### config.mk
export PLATFORM = sky130hd
export DESIGN_NAME = fw_sec_filter
export DESIGN_NICKNAME = d
export VERILOG_FILES = /design/src/rtl/fw_pkg.sv /design/src/rtl/fw_cfg_regs.sv /design/src/rtl/fw_region_match.sv /design/src/rtl/fw_fill_lfsr.sv /design/src/rtl/fw_sec_filter.sv
export SDC_FILE = /design/constraint.sdc
export NUM_CORES = 1
export LEC_CHECK = 0
export CAP_MARGIN = 15
export CORE_UTILIZATION = 50
export CTS_BUF_LIST = sky130_fd_sc_hd__clkbuf_8
export CTS_CLUSTER_SIZE = 14
export DETAILED_ROUTE_END_ITERATION = 16
export PLACE_DENSITY = 0.83
export REMOVE_ABC_BUFFERS = 1
export SYNTH_ARGS = -nofsm -noshare
export SYNTH_HDL_FRONTEND = slang
export SYNTH_SLANG_ARGS = --single-unit
### constraint.sdc
create_clock -name clk -period 3 [get_ports clk]
set_clock_uncertainty 0.05 [all_clocks]
set_input_delay 0.3 -clock clk [delete_from_list [all_inputs] [get_ports clk]]
set_output_delay 0.3 -clock clk [all_outputs]
set_load 0.02 [all_outputs]
### src/rtl/fw_pkg.sv
package fw_pkg;

    typedef enum logic [1:0] {
        S_IDLE,
        S_FWD,
        S_RESP,
        S_DENY
    } fw_state_t;

    localparam logic [15:0] FILL_SEED = 16'hACE1;
    localparam logic [15:0] FILL_TAPS = 16'hB400;

endpackage

### src/rtl/fw_cfg_regs.sv
module fw_cfg_regs #(
    parameter int NSLV   = 4,
    parameter int NREG   = 6,
    parameter int PG_W   = 20,
    parameter int DATA_W = 32,
    parameter int CFG_IW = 4
) (
    input  logic                       clk,
    input  logic                       rst_n,
    input  logic                       cfg_we,
    input  logic                       cfg_secure,
    input  logic [CFG_IW-1:0]          cfg_idx,
    input  logic [DATA_W-1:0]          cfg_wdata,
    output logic [NSLV-1:0]            slv_sec,
    output logic [NREG-1:0][PG_W-1:0]  rg_base,
    output logic [NREG-1:0][PG_W-1:0]  rg_limit,
    output logic [NREG-1:0]            rg_en,
    output logic [NREG-1:0]            rg_sec
);

    localparam int EN_BIT  = DATA_W - 1;
    localparam int SEC_BIT = DATA_W - 2;

    logic wr_ok;
    logic unused_wdata;

    assign wr_ok        = cfg_we && cfg_secure;
    assign unused_wdata = ^cfg_wdata;

    always_ff @(posedge clk or negedge rst_n) begin
        if (!rst_n) begin
            slv_sec <= '1;
        end else if (wr_ok && cfg_idx == '0) begin
            slv_sec <= cfg_wdata[NSLV-1:0];
        end
    end

    for (genvar i = 0; i < NREG; i++) begin : g_region
        always_ff @(posedge clk or negedge rst_n) begin
            if (!rst_n) begin
                rg_base[i]  <= '0;
                rg_limit[i] <= '0;
                rg_en[i]    <= 1'b0;
                rg_sec[i]   <= 1'b1;
            end else if (wr_ok) begin
                if (cfg_idx == CFG_IW'(2*i + 1)) begin
                    rg_base[i] <= cfg_wdata[PG_W-1:0];
                end
                if (cfg_idx == CFG_IW'(2*i + 2)) begin
                    rg_limit[i] <= cfg_wdata[PG_W-1:0];
                    rg_en[i]    <= cfg_wdata[EN_BIT];
                    rg_sec[i]   <= cfg_wdata[SEC_BIT];
                end
            end
        end
    end

endmodule

### src/rtl/fw_region_match.sv
module fw_region_match #(
    parameter int NREG = 6,
    parameter int PG_W = 20
) (
    input  logic [PG_W-1:0]            page,
    input  logic [NREG-1:0][PG_W-1:0]  rg_base,
    input  logic [NREG-1:0][PG_W-1:0]  rg_limit,
    input  logic [NREG-1:0]            rg_en,
    input  logic [NREG-1:0]            rg_sec,
    output logic                       hit,
    output logic                       hit_sec
);

    logic [NREG-1:0] in_range;

    for (genvar i = 0; i < NREG; i++) begin : g_cmp
        assign in_range[i] = rg_en[i]
                           && (page >= rg_base[i])
                           && (page <= rg_limit[i]);
    end

    // Walk from the highest index down so the lowest matching index is left last.
    always_comb begin
        hit     = 1'b0;
        hit_sec = 1'b0;
        for (int i = NREG - 1; i >= 0; i--) begin
            if (in_range[i]) begin
                hit     = 1'b1;
                hit_sec = rg_sec[i];
            end
        end
    end

endmodule

### src/rtl/fw_fill_lfsr.sv
module fw_fill_lfsr
    import fw_pkg::*;
(
    input  logic        clk,
    input  logic        rst_n,
    output logic [15:0] fill
);

    always_ff @(posedge clk or negedge rst_n) begin
        if (!rst_n) begin
            fill <= FILL_SEED;
        end else begin
            fill <= {1'b0, fill[15:1]} ^ (fill[0] ? FILL_TAPS : 16'h0000);
        end
    end

endmodule

### src/rtl/fw_sec_filter.sv
module fw_sec_filter
    import fw_pkg::*;
#(
    parameter int              ADDR_W    = 32,
    parameter int              DATA_W    = 32,
    parameter int              NSLV      = 4,
    parameter int              SLV_AW    = 20,
    parameter int              NREG      = 6,
    parameter int              MEM_SLV   = 0,
    parameter logic [NSLV-1:0] PRIV_MASK = 4'b1000,
    parameter int              CFG_IW    = $clog2(2*NREG + 1)
) (
    input  logic              clk,
    input  logic              rst_n,
    input  logic              req_valid,
    output logic              req_ready,
    input  logic [ADDR_W-1:0] req_addr,
    input  logic              req_write,
    input  logic              req_secure,
    input  logic              req_priv,
    input  logic [DATA_W-1:0] req_wdata,
    output logic              rsp_valid,
    output logic [DATA_W-1:0] rsp_rdata,
    output logic              slv_valid,
    output logic [ADDR_W-1:0] slv_addr,
    output logic              slv_write,
    output logic [DATA_W-1:0] slv_wdata,
    input  logic              slv_done,
    input  logic [DATA_W-1:0] slv_rdata,
    input  logic              cfg_we,
    input  logic              cfg_secure,
    input  logic [CFG_IW-1:0] cfg_idx,
    input  logic [DATA_W-1:0] cfg_wdata
);

    localparam int SEL_W = $clog2(NSLV);
    localparam int PG_W  = ADDR_W - 12;
    localparam int REP   = DATA_W / 16;

    fw_state_t state, state_nx;

    logic [SEL_W-1:0]           sel;
    logic [PG_W-1:0]            page;
    logic [NSLV-1:0]            slv_sec;
    logic [NREG-1:0][PG_W-1:0]  rg_base;
    logic [NREG-1:0][PG_W-1:0]  rg_limit;
    logic [NREG-1:0]            rg_en;
    logic [NREG-1:0]            rg_sec;
    logic                       hit, hit_sec;
    logic                       eff_secure, sec_ok, priv_ok, pass, accept;
    logic [15:0]                fill;
    logic [DATA_W-1:0]          cap_rdata;
    logic [ADDR_W-1:0]          lat_addr;
    logic                       lat_write;
    logic [DATA_W-1:0]          lat_wdata;

    fw_cfg_regs #(
        .NSLV(NSLV), .NREG(NREG), .PG_W(PG_W), .DATA_W(DATA_W), .CFG_IW(CFG_IW)
    ) u_cfg (
        .clk(clk), .rst_n(rst_n),
        .cfg_we(cfg_we), .cfg_secure(cfg_secure),
        .cfg_idx(cfg_idx), .cfg_wdata(cfg_wdata),
        .slv_sec(slv_sec), .rg_base(rg_base), .rg_limit(rg_limit),
        .rg_en(rg_en), .rg_sec(rg_sec)
    );

    fw_region_match #(.NREG(NREG), .PG_W(PG_W)) u_match (
        .page(page), .rg_base(rg_base), .rg_limit(rg_limit),
        .rg_en(rg_en), .rg_sec(rg_sec),
        .hit(hit), .hit_sec(hit_sec)
    );

    fw_fill_lfsr u_fill (.clk(clk), .rst_n(rst_n), .fill(fill));

    // Access decision
    assign sel        = req_addr[SLV_AW +: SEL_W];
    assign page       = req_addr[ADDR_W-1:12];
    assign eff_secure = (sel == SEL_W'(MEM_SLV) && hit) ? hit_sec : slv_sec[sel];
    assign sec_ok     = req_secure || !eff_secure;
    assign priv_ok    = !req_write || req_priv || !PRIV_MASK[sel];
    assign pass       = sec_ok && priv_ok;
    assign accept     = req_valid && (state == S_IDLE);

    // State register
    always_ff @(posedge clk or negedge rst_n) begin
        if (!rst_n) state <= S_IDLE;
        else        state <= state_nx;
    end

    // Transitions
    always_comb begin
        state_nx = state;
        unique case (state)
            S_IDLE:  if (req_valid) state_nx = pass ? S_FWD : S_DENY;
            S_FWD:   if (slv_done)  state_nx = S_RESP;
            S_RESP:  state_nx = S_IDLE;
            S_DENY:  state_nx = S_IDLE;
            default: state_nx = S_IDLE;
        endcase
    end

    // Request capture and slave data capture
    always_ff @(posedge clk or negedge rst_n) begin
        if (!rst_n) begin
            lat_addr  <= '0;
            lat_write <= 1'b0;
            lat_wdata <= '0;
            cap_rdata <= '0;
        end else begin
            if (accept) begin
                lat_addr  <= req_addr;
                lat_write <= req_write;
                lat_wdata <= req_wdata;
            end
            if (state == S_FWD && slv_done) begin
                cap_rdata <= slv_rdata;
            end
        end
    end

    // Outputs
    always_comb begin
        req_ready = 1'b0;
        slv_valid = 1'b0;
        rsp_valid = 1'b0;
        rsp_rdata = '0;
        unique case (state)
            S_IDLE: req_ready = 1'b1;
            S_FWD:  slv_valid = 1'b1;
            S_RESP: begin
                rsp_valid = 1'b1;
                rsp_rdata = cap_rdata;
            end
            S_DENY: begin
                rsp_valid = 1'b1;
                rsp_rdata = {REP{fill}};
            end
            default: ;
        endcase
    end

    assign slv_addr  = lat_addr;
    assign slv_write = lat_write;
    assign slv_wdata = lat_wdata;

endmodule

==> flow_summary.json, run 1 <==
{
  "gp_congestion": 0.948,
  "antenna_found_initial": 0,
  "grt_pass1_vias": 17041,
  "met3_usage": 0.0498,
  "relSlewSlack": 0.506,
  "cts_tree": "yes",
  "timing.rr.start": "u_cfg.rg_base[20]",
  "post-route-util": 0.645,
  "ant_nets": 0,
  "hold_ws_ns": 0.155,
  "yosysMostFrequentCell": "nand2_1",
  "grt_usage": 0.280,
  "arrival_ns": 3.30,
  "core-area_um2": 39100,
  "die_h_um": 202,
  "vias_per_cell": 5.50,
  "synth_simple_gate_area_frac": 0.126,
  "synthTopCellsByArea": "dfrtp_1, ha_1, mux2_2",
  "ys_warn_count": 0,
  "drt-total-wl_um": 56000,
  "async_flop_share": 1.00,
  "nNetsFinal": 2765,
  "cp_num_cells": 10,
  "wire_per_inst_um": 19.0,
  "clock_sinks": 371,
  "crit_path_cell_trace": "ha_1 -> nand2b_1 -> a2111oi_0 -> o21a_1 -> o311ai_0 -> a221o_1 -> o2111ai_1 -> and2_1 -> o311a_1 -> o2bb2ai_2",
  "timing.rr.end": "state[1]",
  "hold_viol_final": 0,
  "p_seq_frac": 0.380,
  "drt_iter0_markers": 1125,
  "cts.path.max_buffers": 3,
  "cp-start-kind": "flip-flop",
  "dp_hpwl_um": 40600,
  "grt.busiest_layer": "met2",
  "yosys.area.top_type": "dfrtp_1",
  "critical_path_class": "flip-flop to flip-flop",
  "yosys-top-cells-count": "nand2_1, dfrtp_1, ha_1",
  "num_rows": 72,
  "syn_area_um2": 20000,
  "p_sw_mw": 6.39,
  "layout_setup_ws_ns": 0.142,
  "whs_path_depth": 3,
  "synthFlopType": "dfrtp_1",
  "finalSetupTns_ns": 0,
  "critPathBufInv": 0,
  "dieWidth_um": 202,
  "initial_core_util": 0.513,
  "clk_latency_ns": 0.63,
  "yosysTopAreaCellShare": 0.441,
  "pwr_density_cell_nw_per_um2": 737,
  "clk_pin_slew_ns": 0.06,
  "firstDrtPassIters": 5,
  "swShare": 0.343,
  "num_antenna_cells": 0,
  "maxSlewViolCount": 0,
  "muxShareOfSynthArea": 0.0865,
  "crit_slowest_cell": "a2111oi_0",
  "p_int_mw": 12.2,
  "design_area_um2": 25200,
  "r2r_setup_slack_ns": 0.14,
  "synth_xor_area_frac": 0.00131,
  "cts-root-buf": "clkbuf_8",
  "grt_pass1_wl_um": 89000,
  "status": "complete, no violations",
  "power_leakage_nw": 12.3,
  "syn-mean-instance-area_um2": 9.88,
  "drv_cap": 0,
  "reg2regPathDepth": 10,
  "dr_total_vias": 16199,
  "synthAdderAreaFrac": 0.150,
  "num_io_pins": 241,
  "place_ws_ns": -0.411,
  "setup_violations": 0,
  "synth_top_family_by_area": "adder cells",
  "grt_overflow": 0,
  "worst-endpoint-required_ns": 3.45,
  "slowest_delay_ns": 0.48,
  "drive_gt1_frac": 0.173,
  "crit_path_end": "state[1]",
  "cp-startpoint": "u_cfg.rg_base[20]",
  "ys_seq_area_frac": 0.464,
  "layout_min_cycle_time_ns": 2.86,
  "use_met1": 0.349,
  "ys_seq_elements": 371,
  "synth_cell_type_count": 53,
  "fmax_ghz": 0.350,
  "synthCells": 2029,
  "hp-class": "input port to flip-flop",
  "grt_max_degree": 77,
  "synth_edf_count": 0,
  "crit_family": "compound AO/OA/AOI/OAI gates",
  "cp-end-kind": "flip-flop",
  "peakVddDrop_v": 0.000503,
  "crit_fanout": 2,
  "drc": 0,
  "cts_max_level": 3,
  "placed_cell_area_um2": 23900,
  "fin_crit_sh": 0.953,
  "area_growth_pct": 25.9,
  "cts_buffers": 67,
  "tightest_slew_ns": 0.732,
  "port_buffers": 230,
  "dieArea_um2": 40900,
  "clkPwrFrac": 0.249,
  "synth-compound-area-share": 0.112,
  "combPwrFrac": 0.371,
  "grt_use_met2": 0.471
}
[layer usage]
layer  wire (µm)  share of wire
met5           0              0
met4        2250          0.040
met3        3710          0.066
met2       26700           0.48
met1       23400           0.42
[power by group through the flow]
stage | logic [mW] | clock network, mW | registers [mW]
floorplan | 3.26 | 0 | 7.58
global placement | 6.56 | 0 | 7.06
detailed placement | 6.86 | 0 | 7.14
CTS | 6.91 | 4.75 | 7.06
global route | 7.60 | 4.97 | 7.21
finish | 6.90 | 4.64 | 7.07
[worst reg2reg max path, delay by kind of cell, from the launching register on]
kind | cells | cell delay (ns)
AOI/OAI and AO/OA | 7 | 1.71
DFF | 1 | 0.39
and+or+nand+nor | 2 | 0.35
adders and majority gates | 1 | 0.27
[placed cells by master (no fill, tap or decap), types with 34 or more instances in the layout]
cell type and count:
nand2_1 386, nand2b_1 48, inv_1 255, a21boi_0 34, ha_1 240, buf_4 129
clkbuf_8 83, o21ai_0 163, dfrtp_1 353, a21oi_1 68, mux2_2 154, clkdlybuf4s50_1 229
a21o_1 41
[flip-flops by register name (all words and copies together) (netlist names)]
register / cells
slv_write: 1
u_cfg.rg_base: 120
cap_rdata: 32
state: 2
u_cfg.slv_sec: 4
slv_wdata: 32
u_fill.fill: 16
u_cfg.rg_sec: 6
u_cfg.rg_limit: 120
u_cfg.rg_en: 6
slv_addr: 32
[layout make-up]
| class | count | area (µm²) |
|---|---|---|
| Multi-Input combinational cell | 1337 | 9570 |
| Tap cell | 518 | 648 |
| Clock inverter | 29 | 161 |
| Sequential cell | 371 | 9310 |
| Clock buffer | 83 | 1140 |
| Inverter | 235 | 882 |
| Fill cell | 2984 | 13900 |
| Timing Repair Buffer | 372 | 3530 |
[how the worst min path moves through the flow]
stage                      start             to  slack (ns)
floorplan                  rst_n   cap_rdata[0]       -0.05
global placement           rst_n  slv_wdata[13]        0.29
detailed placement         rst_n   slv_addr[10]        0.29
CTS                 req_wdata[6]   slv_wdata[6]        0.13
global route        req_wdata[2]   slv_wdata[2]        0.17
finish              req_wdata[6]   slv_wdata[6]        0.16
[per-stage QoR]
stage                     std cells  power, mW
after floorplan                1943       10.8
after global placement         2832       13.6
after detailed placement       2832       14.0
after CTS                      2945       18.7
after global routing           2945       19.8
final                          2945       18.6
[logic make-up after synthesis]
group,Yosys count
buffers and inverters,321
muxes,154
adders and majority gates,240
and+or+nand+nor,570
xor gates and xnor gates,3
AOI/OAI and AO/OA,370
DFF,371
[what timing repair did]
item,CTS,global route
gates resized for setup,0,2
endpoints found under the hold margin,68,0
endpoints found under the setup margin,0,1
hold buffers,1,0
setup buffers,0,0
Power figures use the tool's default switching activity.
==> run 2, diff against run 1 <==
--- a/config.mk
+++ b/config.mk
@@ -12,6 +12,7 @@
 export DETAILED_ROUTE_END_ITERATION = 16
 export PLACE_DENSITY = 0.83
 export REMOVE_ABC_BUFFERS = 1
+export SKIP_LAST_GASP = 1
 export SYNTH_ARGS = -nofsm -noshare
 export SYNTH_HDL_FRONTEND = slang
 export SYNTH_SLANG_ARGS = --single-unit
==> results of run 2 <==
Same layout as run 1: the final DEF is identical, and so are final timing and power.
==> run 3, diff against run 2 <==
--- a/config.mk
+++ b/config.mk
@@ -6,11 +6,12 @@
 export NUM_CORES = 1
 export LEC_CHECK = 0
 export CAP_MARGIN = 15
-export CORE_UTILIZATION = 50
+export CORE_MARGIN = 5
+export CORE_UTILIZATION = 58
 export CTS_BUF_LIST = sky130_fd_sc_hd__clkbuf_8
 export CTS_CLUSTER_SIZE = 14
 export DETAILED_ROUTE_END_ITERATION = 16
-export PLACE_DENSITY = 0.83
+export PLACE_DENSITY = 0.93
 export REMOVE_ABC_BUFFERS = 1
 export SKIP_LAST_GASP = 1
 export SYNTH_ARGS = -nofsm -noshare
==> run 3 against run 2 <==
  * Combinational power is 3% higher
  * Via count is 4.4% higher
  * Hold slack worse by 0.015 ns
  * Register-to-register slack worse by 0.06 ns
  * Global-route usage is 3.0 points higher
  * Largest power group unchanged
  * Flip-flop and latch count stayed put
  * Critical path type unchanged
==> flow_summary.json, run 3 (synthesis gave the netlist of run 1 again) <==
{
  "clock_sinks": 371,
  "firstDrtPassIters": 5,
  "clk_pin_slew_ns": 0.07,
  "fin_crit_sh": 0.971,
  "grt_usage": 0.309,
  "port_buffers": 230,
  "dp_hpwl_um": 42800,
  "fmax_ghz": 0.343,
  "crit_fanout": 2,
  "cts_tree": "yes",
  "setup_violations": 0,
  "grt_max_degree": 98,
  "cp-start-kind": "flip-flop",
  "maxSlewViolCount": 0,
  "pwr_density_cell_nw_per_um2": 750,
  "gp_congestion": 0.993,
  "finalSetupTns_ns": 0,
  "drt-total-wl_um": 60500,
  "cp-end-kind": "flip-flop",
  "total_power_mw": 18.9,
  "tightest_slew_ns": 0.843,
  "drt_iter0_markers": 1341,
  "wire_per_inst_um": 21.0,
  "cts-root-buf": "clkbuf_8",
  "antenna_found_initial": 0,
  "power_leakage_nw": 12.4,
  "cts_buffers": 59,
  "worst-endpoint-required_ns": 3.51,
  "hp-class": "input port to flip-flop",
  "placed_cell_area_um2": 23800,
  "grt_overflow": 0,
  "dr_total_vias": 16919,
  "dieArea_um2": 38400,
  "design_area_um2": 25200,
  "post-route-util": 0.734,
  "final_common_cell": "nand2_1",
  "hold_ws_ns": 0.141,
  "drv_cap": 0,
  "num_io_pins": 241,
  "drc": 0,
  "rsz0062_at_grt": "yes",
  "ant_nets": 0,
  "nNetsFinal": 2760,
  "layout_setup_ws_ns": 0.0857,
  "cts_max_level": 2,
  "cts.path.max_buffers": 3,
  "num_rows": 68,
  "dieWidth_um": 196,
  "grt_pass1_wl_um": 95000,
  "grt_pass1_vias": 17840,
  "hold_viol_final": 0,
  "relSlewSlack": 0.438,
  "initial_core_util": 0.585,
  "status": "complete, no violations",
  "arrival_ns": 3.42,
  "layout_min_cycle_time_ns": 2.91,
  "place_ws_ns": -0.569,
  "area_growth_pct": 25.5,
  "core-area_um2": 34300,
  "post_cts_buffers": 0,
  "drive_gt1_frac": 0.176,
  "critical_path_class": "flip-flop to flip-flop",
  "vias_per_cell": 5.87,
  "fin_cells": 2884,
  "peakVddDrop_v": 0.000664,
  "die_h_um": 196,
  "largestRegisters": "u_cfg.rg_base x120, u_cfg.rg_limit x120",
  "clk_latency_ns": 0.63,
  "dp_cells": 2772,
  "layout_common_cells": "nand2_1, dfrtp_1, inv_1"
}
-- run 3: changes by cell type in the layout (fill, tap and decap cells not counted), sizes merged --
cell | previous run | this run
clkinvlp | 5 | 0
clkinv | 2 | 9
diode | 0 | 1
clkbuf | 83 | 81
buf | 142 | 145
bufinv | 1 | 2
inv | 256 | 253
-- run 3: worst max-delay path, stage by stage, from the launching register on --
cell	delay, ns
dfrtp_1	0.37
inv_1	0.08
ha_1	0.25
a211o_1	0.31
a31oi_1	0.25
o221ai_1	0.27
a221oi_2	0.41
nor4b_2	0.10
o221a_2	0.25
nor3b_1	0.21
a31o_1	0.20
o2bb2ai_2	0.10
-- run 3: report_power, final --
group | internal, mW | switching (mW) | total [mW]
Clock | 2.57 | 2.08 | 4.66
Sequential | 6.43 | 0.706 | 7.14
Combinational | 3.22 | 3.85 | 7.08
-- run 3: metal layers --
metal / share of wire / GRT usage
met1: 0.39 / 0.385
met2: 0.47 / 0.512
met3: 0.080 / 0.0592
met4: 0.059 / 0.167
met5: 0 / 0
-- run 3: area by class of cell --
type | instances | area, µm²
well taps | 455 | 569
clock buffers | 81 | 1110
fillers | 2168 | 9140
multi-input cells | 1337 | 9590
repair buffers | 375 | 3500
clock inverters | 29 | 184
flip-flops and latches | 371 | 9310
diodes | 1 | 2.50
inverters | 235 | 882
-- run 3: timing repair --
action | 4_1_cts | 5_1_grt
resized for setup | 2 | 9
hold buffers | 1 | 0
endpoints found under the setup margin | 3 | 3
endpoints found under the hold margin | 82 | 0
pin swaps | 0 | 1
-- run 3: path summary, 6_finish.rpt --
kind | startpoint | endpoint | slack [ns] | cells after the start
worst min-delay path | req_wdata[1] | slv_wdata[1] | 0.14 | 3
worst min register to register | u_fill.fill[6] | u_fill.fill[5] | 0.32 | 0
min in group asynchronous | rst_n | slv_addr[12] | 0.31 | 2
max in group asynchronous | rst_n | u_cfg.rg_sec[2] | 1.74 | 3
worst max-delay path | u_cfg.rg_base[102] | state[1] | 0.09 | 11
worst max register to register | u_cfg.rg_base[102] | state[1] | 0.09 | 11
